==> src/rtl/twb_pkg.sv <==
package twb_pkg;

  // Command opcodes seen on cmd_op
  localparam logic [2:0] OP_START   = 3'd0;
  localparam logic [2:0] OP_STOP    = 3'd1;
  localparam logic [2:0] OP_WRITE   = 3'd2;
  localparam logic [2:0] OP_RD_ACK  = 3'd3;
  localparam logic [2:0] OP_RD_LAST = 3'd4;

  localparam int unsigned STEP_W = 4;

  // One micro-step of a bus sequence
  typedef enum logic [2:0] {
    U_END,      // command complete
    U_SCL_LO,   // pull clock, hold
    U_SCL_REL,  // release clock, wait for it to rise
    U_SDA_LO,   // pull data, hold
    U_SDA_REL,  // release data, hold
    U_SDA_TX,   // put current transmit bit on data, hold
    U_SETUP,    // short wait with no line change
    U_BUSFREE   // bus-free wait after a stop
  } ukind_e;

  typedef struct packed {
    ukind_e              kind;
    logic                cap_rx;   // shift data into receive byte on rise
    logic                cap_ack;  // record acknowledge on rise
    logic                loop;     // repeat from 'back' while bits remain
    logic [STEP_W-1:0]   back;
  } uop_t;

endpackage

==> src/rtl/twb_sync.sv <==
module twb_sync #(
  parameter int STAGES = 2
) (
  input  logic clk,
  input  logic rst_n,
  input  logic d,
  output logic q
);
  generate
    if (STAGES == 0) begin : g_pass
      assign q = d;
    end else begin : g_chain
      logic [STAGES-1:0] r;
      for (genvar i = 0; i < STAGES; i++) begin : g_st
        if (i == 0) begin : g_first
          always_ff @(posedge clk or negedge rst_n) begin
            if (!rst_n) r[i] <= 1'b1;
            else        r[i] <= d;
          end
        end else begin : g_next
          always_ff @(posedge clk or negedge rst_n) begin
            if (!rst_n) r[i] <= 1'b1;
            else        r[i] <= r[i-1];
          end
        end
      end
      assign q = r[STAGES-1];
    end
  endgenerate
endmodule

==> src/rtl/twb_ustimer.sv <==
module twb_ustimer #(
  parameter int CW      = 12,
  parameter int POLL_US = 2
) (
  input  logic          clk,
  input  logic          rst_n,
  input  logic          clr,
  input  logic          tick,
  output logic [CW-1:0] elapsed,
  output logic          poll
);
  localparam int PW = (POLL_US > 1) ? $clog2(POLL_US) : 1;

  logic [PW-1:0] pdiv;

  assign poll = tick && (pdiv == PW'(POLL_US - 1));

  always_ff @(posedge clk or negedge rst_n) begin
    if (!rst_n) begin
      elapsed <= '0;
      pdiv    <= '0;
    end else if (clr) begin
      elapsed <= '0;
      pdiv    <= '0;
    end else if (tick) begin
      if (elapsed != '1) elapsed <= elapsed + 1'b1;
      pdiv <= poll ? '0 : pdiv + 1'b1;
    end
  end
endmodule

==> src/rtl/twb_uprog.sv <==
module twb_uprog
  import twb_pkg::*;
(
  input  logic [2:0]        op,
  input  logic [STEP_W-1:0] idx,
  output uop_t              u
);
  function automatic uop_t mk(ukind_e k, logic rx, logic ak, logic lp, int b);
    uop_t r;
    r.kind    = k;
    r.cap_rx  = rx;
    r.cap_ack = ak;
    r.loop    = lp;
    r.back    = STEP_W'(b);
    return r;
  endfunction

  always_comb begin
    u = mk(U_END, 1'b0, 1'b0, 1'b0, 0);
    case (op)
      OP_START: begin
        case (idx)
          4'd0: u = mk(U_SDA_REL, 1'b0, 1'b0, 1'b0, 0);
          4'd1: u = mk(U_SCL_REL, 1'b0, 1'b0, 1'b0, 0);
          4'd2: u = mk(U_SDA_LO,  1'b0, 1'b0, 1'b0, 0);
          4'd3: u = mk(U_SETUP,   1'b0, 1'b0, 1'b0, 0);
          4'd4: u = mk(U_SCL_LO,  1'b0, 1'b0, 1'b0, 0);
          default: ;
        endcase
      end
      OP_STOP: begin
        case (idx)
          4'd0: u = mk(U_SCL_LO,  1'b0, 1'b0, 1'b0, 0);
          4'd1: u = mk(U_SDA_LO,  1'b0, 1'b0, 1'b0, 0);
          4'd2: u = mk(U_SCL_REL, 1'b0, 1'b0, 1'b0, 0);
          4'd3: u = mk(U_SDA_REL, 1'b0, 1'b0, 1'b0, 0);
          4'd4: u = mk(U_BUSFREE, 1'b0, 1'b0, 1'b0, 0);
          default: ;
        endcase
      end
      OP_WRITE: begin
        case (idx)
          4'd0: u = mk(U_SDA_TX,  1'b0, 1'b0, 1'b0, 0);
          4'd1: u = mk(U_SCL_REL, 1'b0, 1'b0, 1'b0, 0);
          4'd2: u = mk(U_SCL_LO,  1'b0, 1'b0, 1'b1, 0);
          4'd3: u = mk(U_SDA_REL, 1'b0, 1'b0, 1'b0, 0);
          4'd4: u = mk(U_SCL_REL, 1'b0, 1'b1, 1'b0, 0);
          4'd5: u = mk(U_SCL_LO,  1'b0, 1'b0, 1'b0, 0);
          default: ;
        endcase
      end
      OP_RD_ACK: begin
        case (idx)
          4'd0: u = mk(U_SDA_REL, 1'b0, 1'b0, 1'b0, 0);
          4'd1: u = mk(U_SCL_REL, 1'b1, 1'b0, 1'b0, 0);
          4'd2: u = mk(U_SCL_LO,  1'b0, 1'b0, 1'b1, 1);
          4'd3: u = mk(U_SDA_LO,  1'b0, 1'b0, 1'b0, 0);
          4'd4: u = mk(U_SCL_REL, 1'b0, 1'b0, 1'b0, 0);
          4'd5: u = mk(U_SCL_LO,  1'b0, 1'b0, 1'b0, 0);
          4'd6: u = mk(U_SDA_REL, 1'b0, 1'b0, 1'b0, 0);
          default: ;
        endcase
      end
      OP_RD_LAST: begin
        case (idx)
          4'd0: u = mk(U_SDA_REL, 1'b0, 1'b0, 1'b0, 0);
          4'd1: u = mk(U_SCL_REL, 1'b1, 1'b0, 1'b0, 0);
          4'd2: u = mk(U_SCL_LO,  1'b0, 1'b0, 1'b1, 1);
          4'd3: u = mk(U_SCL_REL, 1'b0, 1'b0, 1'b0, 0);
          4'd4: u = mk(U_SCL_LO,  1'b0, 1'b0, 1'b0, 0);
          4'd5: u = mk(U_SDA_LO,  1'b0, 1'b0, 1'b0, 0);
          4'd6: u = mk(U_SCL_REL, 1'b0, 1'b0, 1'b0, 0);
          4'd7: u = mk(U_SDA_REL, 1'b0, 1'b0, 1'b0, 0);
          4'd8: u = mk(U_BUSFREE, 1'b0, 1'b0, 1'b0, 0);
          default: ;
        endcase
      end
      default: ;
    endcase
  end
endmodule

==> src/rtl/twb_master.sv <==
module twb_master
  import twb_pkg::*;
#(
  parameter int TIMEOUT_US  = 1000,
  parameter int BUSFREE_US  = 60,
  parameter int HOLD_US     = 2,
  parameter int SETUP_US    = 1,
  parameter int POLL_US     = 2,
  parameter int SYNC_STAGES = 2
) (
  input  logic       clk,
  input  logic       rst_n,
  input  logic       us_tick,
  input  logic       cmd_valid,
  output logic       cmd_ready,
  input  logic [2:0] cmd_op,
  input  logic [7:0] cmd_data,
  output logic       done_o,
  output logic [7:0] rd_data_o,
  output logic       ack_o,
  output logic       timeout_o,
  input  logic       scl_i,
  input  logic       sda_i,
  output logic       scl_pull_o,
  output logic       sda_pull_o
);
  localparam int LIM_A = (TIMEOUT_US > BUSFREE_US) ? TIMEOUT_US : BUSFREE_US;
  localparam int LIM_B = (HOLD_US > SETUP_US) ? HOLD_US : SETUP_US;
  localparam int LIM   = (LIM_A > LIM_B) ? LIM_A : LIM_B;
  localparam int CW    = $clog2(LIM + 1) + 1;

  typedef enum logic [1:0] {S_IDLE, S_EXEC, S_WAIT} st_e;

  st_e               st;
  logic [2:0]        op_q;
  logic [7:0]        tx_q;
  logic [7:0]        rx_q;
  logic [2:0]        bit_q;
  logic [STEP_W-1:0] idx_q;
  logic              ack_q;
  logic              scl_s, sda_s;
  logic [CW-1:0]     elapsed;
  logic              poll;
  uop_t              u;
  logic              hold_met;

  twb_sync #(.STAGES(SYNC_STAGES)) u_sync_scl (
    .clk(clk), .rst_n(rst_n), .d(scl_i), .q(scl_s)
  );
  twb_sync #(.STAGES(SYNC_STAGES)) u_sync_sda (
    .clk(clk), .rst_n(rst_n), .d(sda_i), .q(sda_s)
  );

  twb_ustimer #(.CW(CW), .POLL_US(POLL_US)) u_timer (
    .clk(clk), .rst_n(rst_n), .clr(st == S_EXEC), .tick(us_tick),
    .elapsed(elapsed), .poll(poll)
  );

  twb_uprog u_prog (.op(op_q), .idx(idx_q), .u(u));

  assign cmd_ready = (st == S_IDLE);

  // Wait length of the current step (clock release handled apart)
  always_comb begin
    case (u.kind)
      U_SETUP:   hold_met = (elapsed >= CW'(SETUP_US));
      U_BUSFREE: hold_met = (elapsed >= CW'(BUSFREE_US));
      default:   hold_met = (elapsed >= CW'(HOLD_US));
    endcase
  end

  always_ff @(posedge clk or negedge rst_n) begin
    if (!rst_n) begin
      st         <= S_IDLE;
      op_q       <= '0;
      tx_q       <= '0;
      rx_q       <= '0;
      bit_q      <= 3'd7;
      idx_q      <= '0;
      ack_q      <= 1'b0;
      scl_pull_o <= 1'b0;
      sda_pull_o <= 1'b0;
      done_o     <= 1'b0;
      rd_data_o  <= '0;
      ack_o      <= 1'b0;
      timeout_o  <= 1'b0;
    end else begin
      done_o <= 1'b0;
      case (st)
        S_IDLE: begin
          if (cmd_valid) begin
            op_q  <= cmd_op;
            tx_q  <= cmd_data;
            rx_q  <= '0;
            bit_q <= 3'd7;
            idx_q <= '0;
            ack_q <= 1'b0;
            st    <= S_EXEC;
          end
        end

        S_EXEC: begin
          st <= S_WAIT;
          case (u.kind)
            U_SCL_LO:  scl_pull_o <= 1'b1;
            U_SCL_REL: scl_pull_o <= 1'b0;
            U_SDA_LO:  sda_pull_o <= 1'b1;
            U_SDA_REL: sda_pull_o <= 1'b0;
            U_SDA_TX:  sda_pull_o <= !tx_q[bit_q];
            U_END: begin
              done_o    <= 1'b1;
              rd_data_o <= rx_q;
              ack_o     <= ack_q;
              timeout_o <= 1'b0;
              st        <= S_IDLE;
            end
            default: ;
          endcase
        end

        S_WAIT: begin
          if (u.kind == U_SCL_REL) begin
            if (poll) begin
              if (scl_s) begin
                if (u.cap_rx)  rx_q  <= {rx_q[6:0], sda_s};
                if (u.cap_ack) ack_q <= !sda_s;
                idx_q <= idx_q + 1'b1;
                st    <= S_EXEC;
              end else if (elapsed >= CW'(TIMEOUT_US - 1)) begin
                scl_pull_o <= 1'b0;
                sda_pull_o <= 1'b0;
                done_o     <= 1'b1;
                rd_data_o  <= rx_q;
                ack_o      <= 1'b0;
                timeout_o  <= 1'b1;
                st         <= S_IDLE;
              end
            end
          end else if (hold_met) begin
            st <= S_EXEC;
            if (u.loop && bit_q != 3'd0) begin
              bit_q <= bit_q - 1'b1;
              idx_q <= u.back;
            end else begin
              if (u.loop) bit_q <= 3'd7;
              idx_q <= idx_q + 1'b1;
            end
          end
        end

        default: st <= S_IDLE;
      endcase
    end
  end
endmodule

==> config.mk <==
export PLATFORM = sky130hd
export DESIGN_NAME = twb_master
export DESIGN_NICKNAME = d
export VERILOG_FILES = /design/src/rtl/twb_pkg.sv /design/src/rtl/twb_sync.sv /design/src/rtl/twb_ustimer.sv /design/src/rtl/twb_uprog.sv /design/src/rtl/twb_master.sv
export SDC_FILE = /design/constraint.sdc
export NUM_CORES = 1
export LEC_CHECK = 0
export CAP_MARGIN = 5
export CORE_UTILIZATION = 55
export DETAILED_ROUTE_END_ITERATION = 8
export PLACE_DENSITY = 0.78
export SYNTH_ARGS = -nofsm -noshare
export SYNTH_HDL_FRONTEND = slang
export SYNTH_SLANG_ARGS = --single-unit
==> constraint.sdc <==
create_clock -name clk -period 3.55 [get_ports clk]
set_input_delay 0.71 -clock clk [delete_from_list [all_inputs] [get_ports clk]]
set_output_delay 0.71 -clock clk [all_outputs]
set_load 0.02 [all_outputs]
# Yosys cells after proc, flatten, opt, wreduce, memory -nomap -nowiden
# Index checks and enable logic that the tools add are counted.
dict set report totals {
  mem_count 0
  latchBits 0
  word_cells 170
  out_inout_bits 14
  reg_bits 58
  input_bits 17
  mem_bits_ro 0
  mem_bits_rw 0
}
dict set report classes {
  n_shift 0
  mul 0
  muxes 76
  reduce_logical 26
  bitwise_logic 0
  eq_ne 40
  div_mod_pow 0
  n_addsub 4
  order_cmp 5
}
# operator count
set ops {}
lappend ops {{$pmux 10 s5} 3}
lappend ops {{$pmux 10 s6} 2}
lappend ops {{$mux 8} 10}
lappend ops {{$pmux 10 s7} 1}
lappend ops {{$mux 11} 3}
lappend ops {{$pmux 8 s2} 2}
lappend ops {{$reduce_and 6->1} 5}
lappend ops {{$mux 1} 24}
lappend ops {{$mux 4} 6}
lappend ops {{$ne 2x2->1 const B} 9}
lappend ops {{$eq 4x3->1 const B} 4}
lappend ops {{$pmux 1 s2} 8}
lappend ops {{$eq 3x3->1 const B} 5}
lappend ops {{$mux 3} 5}
lappend ops {{$mux 2} 7}
lappend ops {{$eq 3x2->1 const B} 4}
lappend ops {{$add 11x1->11 const B} 1}
lappend ops {{$ge 11x1->1 const B} 1}
lappend ops {{$ge 11x10->1 const B} 1}
lappend ops {{$ge 11x2->1 const B} 1}
lappend ops {{$ge 11x6->1 const B} 1}
lappend ops {{$ne 11x11->1 const B} 1}
lappend ops {{$reduce_and 5->1} 2}
lappend ops {{$ne 3x3->1 const B} 3}
lappend ops {{29 further kinds} 42}

# Longest topological paths before layout
# Gate-level depths: netlist of the first run.
dict set report logic_depth {
  ltp_word 9
  depth_mapped 12
  mapped_depth_nobuf 10
}

# Hierarchy
# A second synthesis of the first run with hierarchy kept.
dict set report unflattened {
  cells_unflattened 335
  hier_area_um2 3357.0
}
# mod area_per_inst_um2 instances cells_per_inst
set by_module_without_submodules {}
lappend by_module_without_submodules {twb_master 2215.9 1 208}
lappend by_module_without_submodules {twb_ustimer 658.1 1 64}
lappend by_module_without_submodules {twb_uprog 377.9 1 59}
lappend by_module_without_submodules {twb_sync 52.6 2 2}

# Worst setup path before layout of the first run
# OpenSTA, ideal clock, no wires.
dict set report synth_path {
  path_kind {flip-flop to flip-flop}
  from {register idx_q[0]}
  to {register rx_q[0]}
  stages_incl_launch_ff 12
  slack_ps 804
  arrival_ps 2625
  synth_period_minus_slack_ps 2746
  cell_sequence {dfrtp_1 -> inv_1 -> ha_1 -> clkbuf_1 -> nor3_1 -> nor3b_1 -> o21ai_0 -> nand2_2 -> nor3b_2 -> nand4_1 -> a21o_1 -> a22o_1}
}
dict set report synth_between {
  elab_chain_len 7
}
# element line_no
set synth_rtl {}
lappend synth_rtl {{start, declared} twb_master.sv:39} ;# logic [STEP_W-1:0] idx_q;
lappend synth_rtl {{start signal, assigned} twb_master.sv:127} ;# idx_q <= idx_q + 1'b1;
lappend synth_rtl {{start signal, assigned} twb_master.sv:143} ;# idx_q <= u.back;
lappend synth_rtl {{start signal, assigned} twb_master.sv:146} ;# idx_q <= idx_q + 1'b1;
lappend synth_rtl {{$eq 4x3->1 (tied with other cells)} twb_uprog.sv:65} ;# case (idx)
lappend synth_rtl {{$reduce_or 2->1 (no source line)} --}
lappend synth_rtl {{$pmux 10 s7 or $pmux 10 s6 (tied branches)} {twb_uprog.sv:65, twb_uprog.sv:53}}
lappend synth_rtl {{$pmux 10 s5 *} twb_uprog.sv:20} ;# case (op)
lappend synth_rtl {{$eq 3x2->1} twb_master.sv:122} ;# if (u.kind == U_SCL_REL) begin
lappend synth_rtl {{$ne 2x2->1 (no source line)} --}
lappend synth_rtl {{$reduce_and 6->1 (no source line) *} --}
lappend synth_rtl {{end signal, assigned} twb_master.sv:125} ;# if (u.cap_rx) rx_q <= {rx_q[6:0], sda_s};
lappend synth_rtl {{end, declared} twb_master.sv:37} ;# logic [7:0] rx_q;
# Mark *: on every way between the ends. The rest lies on a longest branch, timed or not.
# A chain may end at the register's enable or synchronous reset.

# Final worst setup path of the first run
dict set report layout_path {
  from {register idx_q[0]}
  to {register rx_q[4]}
}
# The elaborated chain is that of the path after synthesis.

==> metrics.yaml, run 1 <==
power_and_ir_drop:
  p_switching_uw: 1100
  pwr-share-seq_pct: 33.9
  switching_share_pct: 39.9
  power.total_uw: 2770
  power_density_mw_per_mm2: 707
  vdd_drop_max_v: 0.000373
  power_frac_comb_pct: 44.4
  p_leak_uw: 0.00175
  p_clk_share_pct: 21.7
  internal_power_uw: 1670
timing:
  hold_viol_final: 0
  setup_viol: 0
  tightest_slew_ns: 0.945
  fin_setup_tns_ns: 0
  skew_ns: 0.00571
  rsz0062_at_grt: "no"
  max_slew_margin_pct: 37.0
  drv_slew: 0
  post-route-min-period_ns: 3.22
  max_freq_ghz: 0.311
  min_period_over_period_pct: 90.6
critical_path:
  critPathKind: "reg2reg"
  cp-end-kind: "flip-flop"
  r2r_setup_slack_ns: 0.33
  cp.arrival_ns: 3.49
  worstPathCellList: "inv_1, ha_1, nor3_1, nor3b_1, o21ai_0, nand2_2, nor3b_2, nand4_1, nor3_2, a22o_1"
  cp_max_fo: 10
  critPathLaunchType: "flip-flop"
  crit_family: "simple AND/OR/NAND/NOR gates"
  cp.required_ns: 3.83
  r2r-start: "idx_q[0]"
  r2r_end: "rx_q[4]"
  reg2reg_depth: 10
  cp_num_buf_inv: 1
  crit_path_top_delay_cell: "nor3_2"
  max_stage_delay_ns: 0.45
logic_synthesis:
  syn_area_mm2: 0.00335
  syn_inst: 325
  synth-seq-cells: 58
  synth_edf_count: 0
  yosysSeqAreaShare_pct: 43.6
  synth_cell_types: 59
  synthArstFlopShare_pct: 100
  synthFlopType: "dfrtp_1"
  syn-num-nets: 355
  avgSynthCellArea_um2: 10.3
  ys_warn_count: 0
global_route:
  top_usage_layer: "met2"
  grt_overflow: 0
  track_usage_pct: 23.8
  grt_use_met3_pct: 6.74
  antenna_found_initial: 0
  use_met2_pct: 37.7
  grt_max_degree: 46
  grt_pass1_wl_um: 11500
  first_global_vias: 2434
  met1_usage_pct: 31.3
final_layout:
  layout_common_cells: "dfrtp_1, clkdlybuf4s50_1, nor2_1"
  drive_gt1_share_pct: 19.3
  nets: 388
  fillers: 454
  layout_commonest_cell: "dfrtp_1"
  areaGrowthSynthToFinish_pct: 17.0
  n_antenna_cell: 0
  final_cell_area_mm2: 0.00392
cts:
  cts_max_level: 3
  cts_resized: 0
  cts_tree: "built"
  cts_hold_buf: 0
  cts_buffers: 9
  clk_latency_ns: 0.34
  cts-root-buf: "clkbuf_8"
  ctsLongestPathBuffers: 2
  cts_setup_buffers: 0
  clk_transition_reported_paths_ns: 0.07
  cts.sinks: 58
floorplanning:
  io_pins: 31
  die-width_um: 80.0
  start_util_pct: 56.9
  die-area_mm2: 0.00640
  rows: 28
  die-height_um: 80.0
  core_area_mm2: 0.00589
worst_hold_path:
  min_from: "u_sync_scl.g_chain.r[0]"
  whs_path_depth: 0
  min_to: "u_sync_scl.q"
  worstHoldPathType: "reg2reg"
drt:
  via_per_inst: 5.92
  wl_um: 6880
  wire_per_inst_um: 15.7
  dr.pass1.iters: 5
  drt-initial-drc-count: 173
  postRouteAntennaNets: 0
  drc: 0
  num_vias: 2592
place:
  io_buffers: 30
  gp_congestion: 0.869
  hpwl_um: 4900
  placed_area_mm2: 0.00372
status:
  outcome: "complete, no violations"
run:
  drv_cap: 0
[power by group through the flow]
stage	Combinational, uW	Sequential, uW	Clock [uW]
2_1_floorplan	960	893	0
4_1_cts	1230	937	613
3_5_place_dp	1210	947	0
3_3_place_gp	1190	937	0
5_1_grt	1340	958	649
6_report	1230	940	601
[state kept, by name, indices dropped and copies added, names as in the netlist, 2 cells and up]
register         flops
bit_q                3
st                   2
u_timer.elapsed     11
rd_data_o            8
idx_q                4
rx_q                 8
tx_q                 8
op_q                 3
[logic make-up after synthesis]
logic type	share of synthesized area (%)
AO/OA/AOI/OAI	16.1
XOR/XNOR	2.88
adder cells (fa/ha/maj)	4.86
buffers and inverters	3.55
flip-flops	43.6
multiplexers	11.2
AND/OR/NAND/NOR	17.8
[per-stage QoR]
step	hold slack, ns	worst slack [ns]	util [%]	instances
2_1_floorplan	0.345	0.804	-	325
3_3_place_gp	0.346	0.553	63.2	422
3_5_place_dp	0.351	0.412	63.2	422
4_1_cts	0.359	0.377	66.6	438
5_1_grt	0.367	0.0636	66.6	438
6_report	0.356	0.335	66.6	438
[cell usage after synthesis (2+ instances only)]
cell type | instances | area, um2
a211o_1 | 3 | 26.3
a21o_1 | 3 | 22.5
a21oi_1 | 13 | 65.1
a22o_1 | 8 | 70.1
a31oi_1 | 4 | 25.0
and3_1 | 7 | 43.8
and4_1 | 2 | 17.5
buf_2 | 5 | 25.0
clkbuf_1 | 9 | 33.8
dfrtp_1 | 51 | 1280
dfstp_2 | 7 | 184
ha_1 | 13 | 163
inv_1 | 15 | 56.3
mux2_2 | 24 | 270
mux2i_1 | 6 | 60.1
mux4_2 | 2 | 45.0
nand2_1 | 16 | 60.1
nand2_2 | 2 | 12.5
nand2b_1 | 5 | 31.3
nand3_1 | 14 | 70.1
nand4_1 | 5 | 31.3
nor2_1 | 26 | 97.6
nor2b_1 | 4 | 25.0
nor3_1 | 6 | 30.0
nor3_2 | 2 | 20.0
nor3b_1 | 2 | 15.0
nor3b_2 | 2 | 25.0
nor4_1 | 2 | 12.5
o2111ai_1 | 3 | 26.3
o21a_1 | 3 | 22.5
o21ai_0 | 14 | 70.1
o21bai_1 | 2 | 15.0
o31ai_1 | 2 | 15.0
o41a_1 | 2 | 22.5
or2_2 | 2 | 12.5
or3_1 | 4 | 25.0
or4_1 | 4 | 30.0
xnor2_1 | 6 | 52.6
xor2_1 | 5 | 43.8
[layout make-up]
class / instances / area [um2] / share of cell area (%)
Multi-Input combinational cell: 237 / 1770 / 45.1
Sequential cell: 58 / 1460 / 37.3
Timing Repair Buffer: 36 / 340 / 8.69
Clock buffer: 11 / 141 / 3.61
Tap cell: 75 / 93.8 / 2.40
Inverter: 16 / 60.1 / 1.53
Clock inverter: 5 / 53.8 / 1.37
[how the worst max path moves through the flow]
stage / slack [ns] / endpoint / cells past startpoint / from
6_report: 0.33 / rx_q[4] / 10 / idx_q[0]
5_1_grt: 0.06 / rx_q[1] / 10 / idx_q[0]
4_1_cts: 0.38 / rx_q[4] / 10 / idx_q[0]
3_5_place_dp: 0.41 / rx_q[4] / 10 / idx_q[0]
3_3_place_gp: 0.55 / st[1] / 9 / idx_q[0]
2_1_floorplan: 0.80 / rx_q[0] / 11 / idx_q[0]
[worst register-to-register path, stage by stage (launching register included)]
cell and delay, ns:
dfrtp_1 0.44, inv_1 0.09, ha_1 0.32, nor3_1 0.31, nor3b_1 0.08, o21ai_0 0.38, nand2_2 0.24, nor3b_2 0.42
nand4_1 0.21, nor3_2 0.45, a22o_1 0.21
[metal layers]
metal / vias up / part of all wire, %
li1: 1249 / -
met1: 1262 / 45
met2: 71 / 50
met3: 10 / 4.6
met4: 0 / 1.0
met5: - / 0
Note: power is estimated with default switching activity, not from simulation.
==> run 2: changes to the inputs <==
--- a/config.mk
+++ b/config.mk
@@ -6,9 +6,10 @@
 export NUM_CORES = 1
 export LEC_CHECK = 0
 export CAP_MARGIN = 5
-export CORE_UTILIZATION = 55
+export CORE_ASPECT_RATIO = 0.5
+export CORE_UTILIZATION = 50
 export DETAILED_ROUTE_END_ITERATION = 8
-export PLACE_DENSITY = 0.78
+export PLACE_DENSITY = 0.72
 export SYNTH_ARGS = -nofsm -noshare
 export SYNTH_HDL_FRONTEND = slang
 export SYNTH_SLANG_ARGS = --single-unit
==> metrics.yaml, run 2 (synthesis gave the netlist of run 1 again) <==
timing:
  rsz0062_at_grt: "no"
  fin_setup_tns_ns: 0  # unchanged
  max_slew_margin_pct: 57.4  # +20 points
  setup_viol: 0  # unchanged
  tightest_slew_ns: 0.630  # -0.316 ns
  drv_slew: 0  # unchanged
  min_period_over_period_pct: 90.6  # about the same
  post-route-min-period_ns: 3.22  # +0.00221 ns
  max_freq_ghz: 0.311  # about the same
  hold_viol_final: 0  # unchanged
  skew_ns: 0.00754  # +0.00183 ns
global_route:
  grt_overflow: 0  # unchanged
  track_usage_pct: 23.3  # -0.51 points
  grt_max_degree: 33  # -28%
  first_global_vias: 2508  # +3.0%
  grt_pass1_wl_um: 12500  # +8.9%
  antenna_found_initial: 0  # unchanged
critical_path:
  cp.arrival_ns: 3.43  # -0.06 ns
  cp_num_buf_inv: 1  # unchanged
  critPathKind: "reg2reg"
  r2r_end: "rx_q[3]"
  worstPathCellList: "inv_1, ha_1, nor3_1, nor3b_1, o21ai_0, nand2_2, nor3b_4, nand4_1, a21o_1, a22o_1"
  r2r-start: "idx_q[0]"
  max_stage_delay_ns: 0.43  # -0.02 ns
  r2r_setup_slack_ns: 0.33  # about the same
  crit_family: "simple AND/OR/NAND/NOR gates"
  critPathLaunchType: "flip-flop"
  cp_max_fo: 10  # unchanged
  cp.required_ns: 3.76  # -0.07 ns
  reg2reg_depth: 10  # unchanged
  cp-end-kind: "flip-flop"
  crit_path_top_delay_cell: "dfrtp_1"
power_and_ir_drop:
  power_density_mw_per_mm2: 754  # +6.6%
  p_clk_share_pct: 28.1  # +6.4 points
  switching_share_pct: 38.2  # -1.7 points
  pwr-share-seq_pct: 30.9  # -3.0 points
  internal_power_uw: 1880  # +13%
  p_switching_uw: 1160  # +5.4%
  power_frac_comb_pct: 41.0  # -3.4 points
  vdd_drop_max_v: 0.000369  # -1.1%
  power.total_uw: 3050  # +10%
  p_leak_uw: 0.00180  # +2.6%
drt:
  dr.pass1.iters: 4  # -1
  via_per_inst: 5.78  # -2.3%
  wl_um: 7440  # +8.1%
  postRouteAntennaNets: 0  # unchanged
  drc: 0  # unchanged
  wire_per_inst_um: 16.5  # +5.2%
  drt-initial-drc-count: 259  # +50%
  num_vias: 2601  # +0.35%
final_layout:
  layout_commonest_cell: "dfrtp_1"
  fillers: 500  # +10%
  nets: 387  # -0.26%
  multi_input_area_mm2: 0.00178  # +0.71%
  regArea_mm2: 0.00146  # unchanged
  areaGrowthSynthToFinish_pct: 20.7
  final_cell_area_mm2: 0.00404  # +3.2%
  layout_common_cells: "dfrtp_1, clkdlybuf4s50_1, nor2_1"
  drive_gt1_share_pct: 19.1  # -0.22 points
  top_register: "u_timer.elapsed"
  largest_reg_flops: 11  # unchanged
  n_antenna_cell: 0  # unchanged
  final_util_pct: 64.6  # -2.0 points
cts:
  clk_latency_ns: 0.33  # about the same
  cts_resized: 0  # unchanged
  cts_hold_buf: 0  # unchanged
  cts_tree: "built"
  cts_buffers: 9  # unchanged
  cts-root-buf: "clkbuf_16"
  cts.sinks: 58  # unchanged
  cts_max_level: 3  # unchanged
  clk_transition_reported_paths_ns: 0.05  # -0.02 ns
  cts_setup_buffers: 0  # unchanged
  ctsLongestPathBuffers: 2  # unchanged
floorplanning:
  io_pins: 31  # unchanged
  die-width_um: 118  # +47%
  core_area_mm2: 0.00626  # +6.3%
  die-area_mm2: 0.00705  # +10%
  start_util_pct: 53.5  # -3.4 points
  die-height_um: 59.9  # -25%
  rows: 20  # -29%
worst_hold_path:
  min_to: "u_sync_sda.q"
  worstHoldPathType: "reg2reg"
  min_from: "u_sync_sda.g_chain.r[0]"
  whs_path_depth: 0  # unchanged
place:
  placed_area_mm2: 0.00373  # +0.24%
  hpwl_um: 5280  # +7.7%
  io_buffers: 30  # unchanged
  gp_congestion: 0.916  # +5.4%
run:
  drv_cap: 0  # unchanged
status:
  outcome: "complete, no violations"
## run 2: cell count changes in the layout (fill, tap and decap cells not counted), sizes merged
cell      before  now
clkinv         5    3
buf            7    6
clkinvlp       0    2
## run 2: power groups by stage
stage	Sequential, uW	Clock, uW	Combinational [uW]
after global routing	962	901	1370
after floorplan	893	0	960
after global placement	938	0	1190
final	942	855	1250
after CTS	939	872	1230
after detailed placement	951	0	1220
## run 2: final cells by class
| type | instances | share of cell area [%] |
|---|---|---|
| clock buffer | 11 | 6.01 |
| sequential | 58 | 36.1 |
| clock inverter | 5 | 1.36 |
| timing repair buffer | 35 | 8.24 |
| multi-input combinational | 237 | 44.1 |
| inverter | 16 | 1.49 |
| tap | 88 | 2.72 |
## run 2: how the worst max path moves through the flow
stage	startpoint	cells after the start	endpoint	slack [ns]
floorplan	idx_q[0]	11	rx_q[0]	0.80
global placement	idx_q[0]	10	rd_data_o[1]	0.51
detailed placement	idx_q[0]	9	idx_q[0]	0.42
CTS	idx_q[0]	10	rx_q[3]	0.35
global route	idx_q[0]	10	rx_q[3]	0.03
finish	idx_q[0]	10	rx_q[3]	0.33
## run 2: per-stage QoR
stage                     hold slack (ns)  setup slack (ns)  instances
final                               0.353             0.332        450
after global routing                0.356            0.0301        450
after CTS                           0.355             0.351        450
after detailed placement            0.347             0.416        434
after global placement              0.345             0.511        434
after floorplan                     0.345             0.804        325
## run 2: per-layer routing
metal	global-route usage, %	vias to the layer above	part of all wire [%]	wire [um]
met5	0	-	0	0
met4	6.78	0	0.71	53
met3	7.06	7	5.2	386
met2	37.1	81	46	3420
met1	31.2	1258	48	3580
li1	-	1255	-	-
==> run 3: changes to the inputs <==
--- a/config.mk
+++ b/config.mk
@@ -10,6 +10,7 @@
 export CORE_UTILIZATION = 50
 export DETAILED_ROUTE_END_ITERATION = 8
 export PLACE_DENSITY = 0.72
+export RECOVER_POWER = 50
 export SYNTH_ARGS = -nofsm -noshare
 export SYNTH_HDL_FRONTEND = slang
 export SYNTH_SLANG_ARGS = --single-unit
==> metrics.yaml, run 3 (synthesis gave the netlist of run 1 again) <==
critical_path:
  crit_path_top_delay_cell: "dfrtp_1"
  cp.arrival_ns: 3.42  # about the same
  critPathKind: "reg2reg"
  worstPathCellList: "inv_1, ha_1, nor3_1, nor3b_1, o21ai_0, nand2_2, nor3b_4, nand4_1, a21o_1, a22o_1"
  critPathLaunchType: "flip-flop"
  cp.required_ns: 3.76  # about the same
  crit_family: "simple AND/OR/NAND/NOR gates"
  cp_num_buf_inv: 1  # unchanged
  cp-end-kind: "flip-flop"
  max_stage_delay_ns: 0.43  # about the same
  cp_max_fo: 10  # unchanged
cts:
  cts.sinks: 58  # unchanged
  cts_setup_buffers: 0  # unchanged
  cts_max_level: 3  # unchanged
  cts_resized: 0  # unchanged
  cts_tree: "built"
  clk_latency_ns: 0.33  # about the same
  ctsLongestPathBuffers: 2  # unchanged
  cts_buffers: 9  # unchanged
  cts-root-buf: "clkbuf_16"
  cts_hold_buf: 0  # unchanged
  clk_transition_reported_paths_ns: 0.05  # about the same
global_route:
  antenna_found_initial: 0  # unchanged
  first_global_vias: 2508  # unchanged
  grt_max_degree: 33  # unchanged
  grt_overflow: 0  # unchanged
  grt_pass1_wl_um: 12500  # unchanged
  track_usage_pct: 23.3  # unchanged
power_and_ir_drop:
  power_density_mw_per_mm2: 754  # about the same
  vdd_drop_max_v: 0.000368  # -0.20%
  p_leak_uw: 0.00179  # -0.15%
final_layout:
  layout_commonest_cell: "dfrtp_1"
  largest_reg_flops: 11  # unchanged
  fillers: 502  # +0.40%
  n_antenna_cell: 0  # unchanged
  final_cell_area_mm2: 0.00404  # about the same
  regArea_mm2: 0.00146  # unchanged
  layout_common_cells: "dfrtp_1, nor2_1, clkdlybuf4s50_1"
  drive_gt1_share_pct: 18.8  # -0.28 points
  areaGrowthSynthToFinish_pct: 20.6  # about the same
  multi_input_area_mm2: 0.00178  # unchanged
  nets: 387  # unchanged
  top_register: "u_timer.elapsed"
place:
  placed_area_mm2: 0.00373  # unchanged
  hpwl_um: 5280  # unchanged
  gp_congestion: 0.916  # unchanged
  io_buffers: 30  # unchanged
drt:
  drc: 0  # unchanged
  dr.pass1.iters: 5  # +1
  num_vias: 2607  # +0.23%
  via_per_inst: 5.79  # +0.23%
  postRouteAntennaNets: 0  # unchanged
  wl_um: 7430  # -0.13%
  drt-initial-drc-count: 234  # -9.7%
  wire_per_inst_um: 16.5  # -0.13%
timing:
  post-route-min-period_ns: 3.21  # -0.00698 ns
  tightest_slew_ns: 1.44  # +0.809 ns
  holdWs_ns: 0.353  # +0.00000100 ns
  max_slew_margin_pct: 4.12  # -53 points
  min_period_over_period_pct: 90.4  # -0.20 points
  drv_slew: 0  # unchanged
  max_freq_ghz: 0.311  # +0.22%
  rsz0062_at_grt: "no"
  hold_viol_final: 0  # unchanged
  setup_viol: 0  # unchanged
  fin_setup_tns_ns: 0  # unchanged
  skew_ns: 0.00743  # -0.000112 ns
floorplanning:
  start_util_pct: 53.5  # unchanged
  rows: 20  # unchanged
  core_area_mm2: 0.00626  # unchanged
  die-area_mm2: 0.00705  # unchanged
  die-width_um: 118  # unchanged
  io_pins: 31  # unchanged
  die-height_um: 59.9  # unchanged
status:
  outcome: "complete, no violations"
run:
  drv_cap: 0  # unchanged
worst_hold_path:
  worstHoldPathType: "reg2reg"
-- run 3: cell types whose count changed in the layout (fill, tap and decap cells not counted), sizes merged --
cell | before | now
buf | 6 | 4
dlygate4sd3 | 0 | 3
clkbuf | 11 | 13
clkdlybuf4s50 | 29 | 26
-- run 3: worst paths after layout --
path	startpoint	to	slack [ns]	cells after the start
worst max-delay path	idx_q[0]	rx_q[3]	0.34	10
max in group asynchronous	rst_n	tx_q[0]	1.34	2
worst max register to register	idx_q[0]	rx_q[3]	0.34	10
min in group asynchronous	rst_n	u_timer.elapsed[3]	0.71	1
worst min register to register	u_sync_sda.g_chain.r[0]	u_sync_sda.q	0.35	0
worst min-delay path	u_sync_sda.g_chain.r[0]	u_sync_sda.q	0.35	0
-- run 3: worst reg2reg max path: stages (launching register included) --
cell	delay, ns
dfrtp_1	0.43
inv_1	0.09
ha_1	0.32
nor3_1	0.31
nor3b_1	0.08
o21ai_0	0.40
nand2_2	0.26
nor3b_4	0.34
nand4_1	0.25
a21o_1	0.33
a22o_1	0.27
-- run 3: where the power goes --
group | internal [uW] | switching [uW]
clock network | 559 | 296
registers | 788 | 152
logic | 533 | 714
-- run 3: final cells by class --
type / instances / share of cell area (%)
clock buffer: 11 / 6.01
clock inverter: 5 / 1.36
inverter: 16 / 1.49
multi-input combinational: 237 / 44.1
sequential: 58 / 36.2
tap: 88 / 2.73
timing repair buffer: 35 / 8.15
-- run 3: per-stage QoR --
step           setup WS (ns)  total power, uW  utilization, %  instances
2_1_floorplan          0.804             1850               -        325
3_3_place_gp           0.511             2130            59.6        434
3_5_place_dp           0.416             2170            59.6        434
4_1_cts                0.351             3040            64.4        450
5_1_grt               0.0301             3230            64.5        450
6_report               0.339             3040            64.5        450
-- run 3: routing by layer --
metal / up-vias / wire, um / track usage [%]
met5: - / 0 / 0
met2: 73 / 3430 / 37.1
li1: 1255 / - / -
met1: 1272 / 3560 / 31.2
met4: 0 / 53 / 6.78
met3: 7 / 386 / 7.06
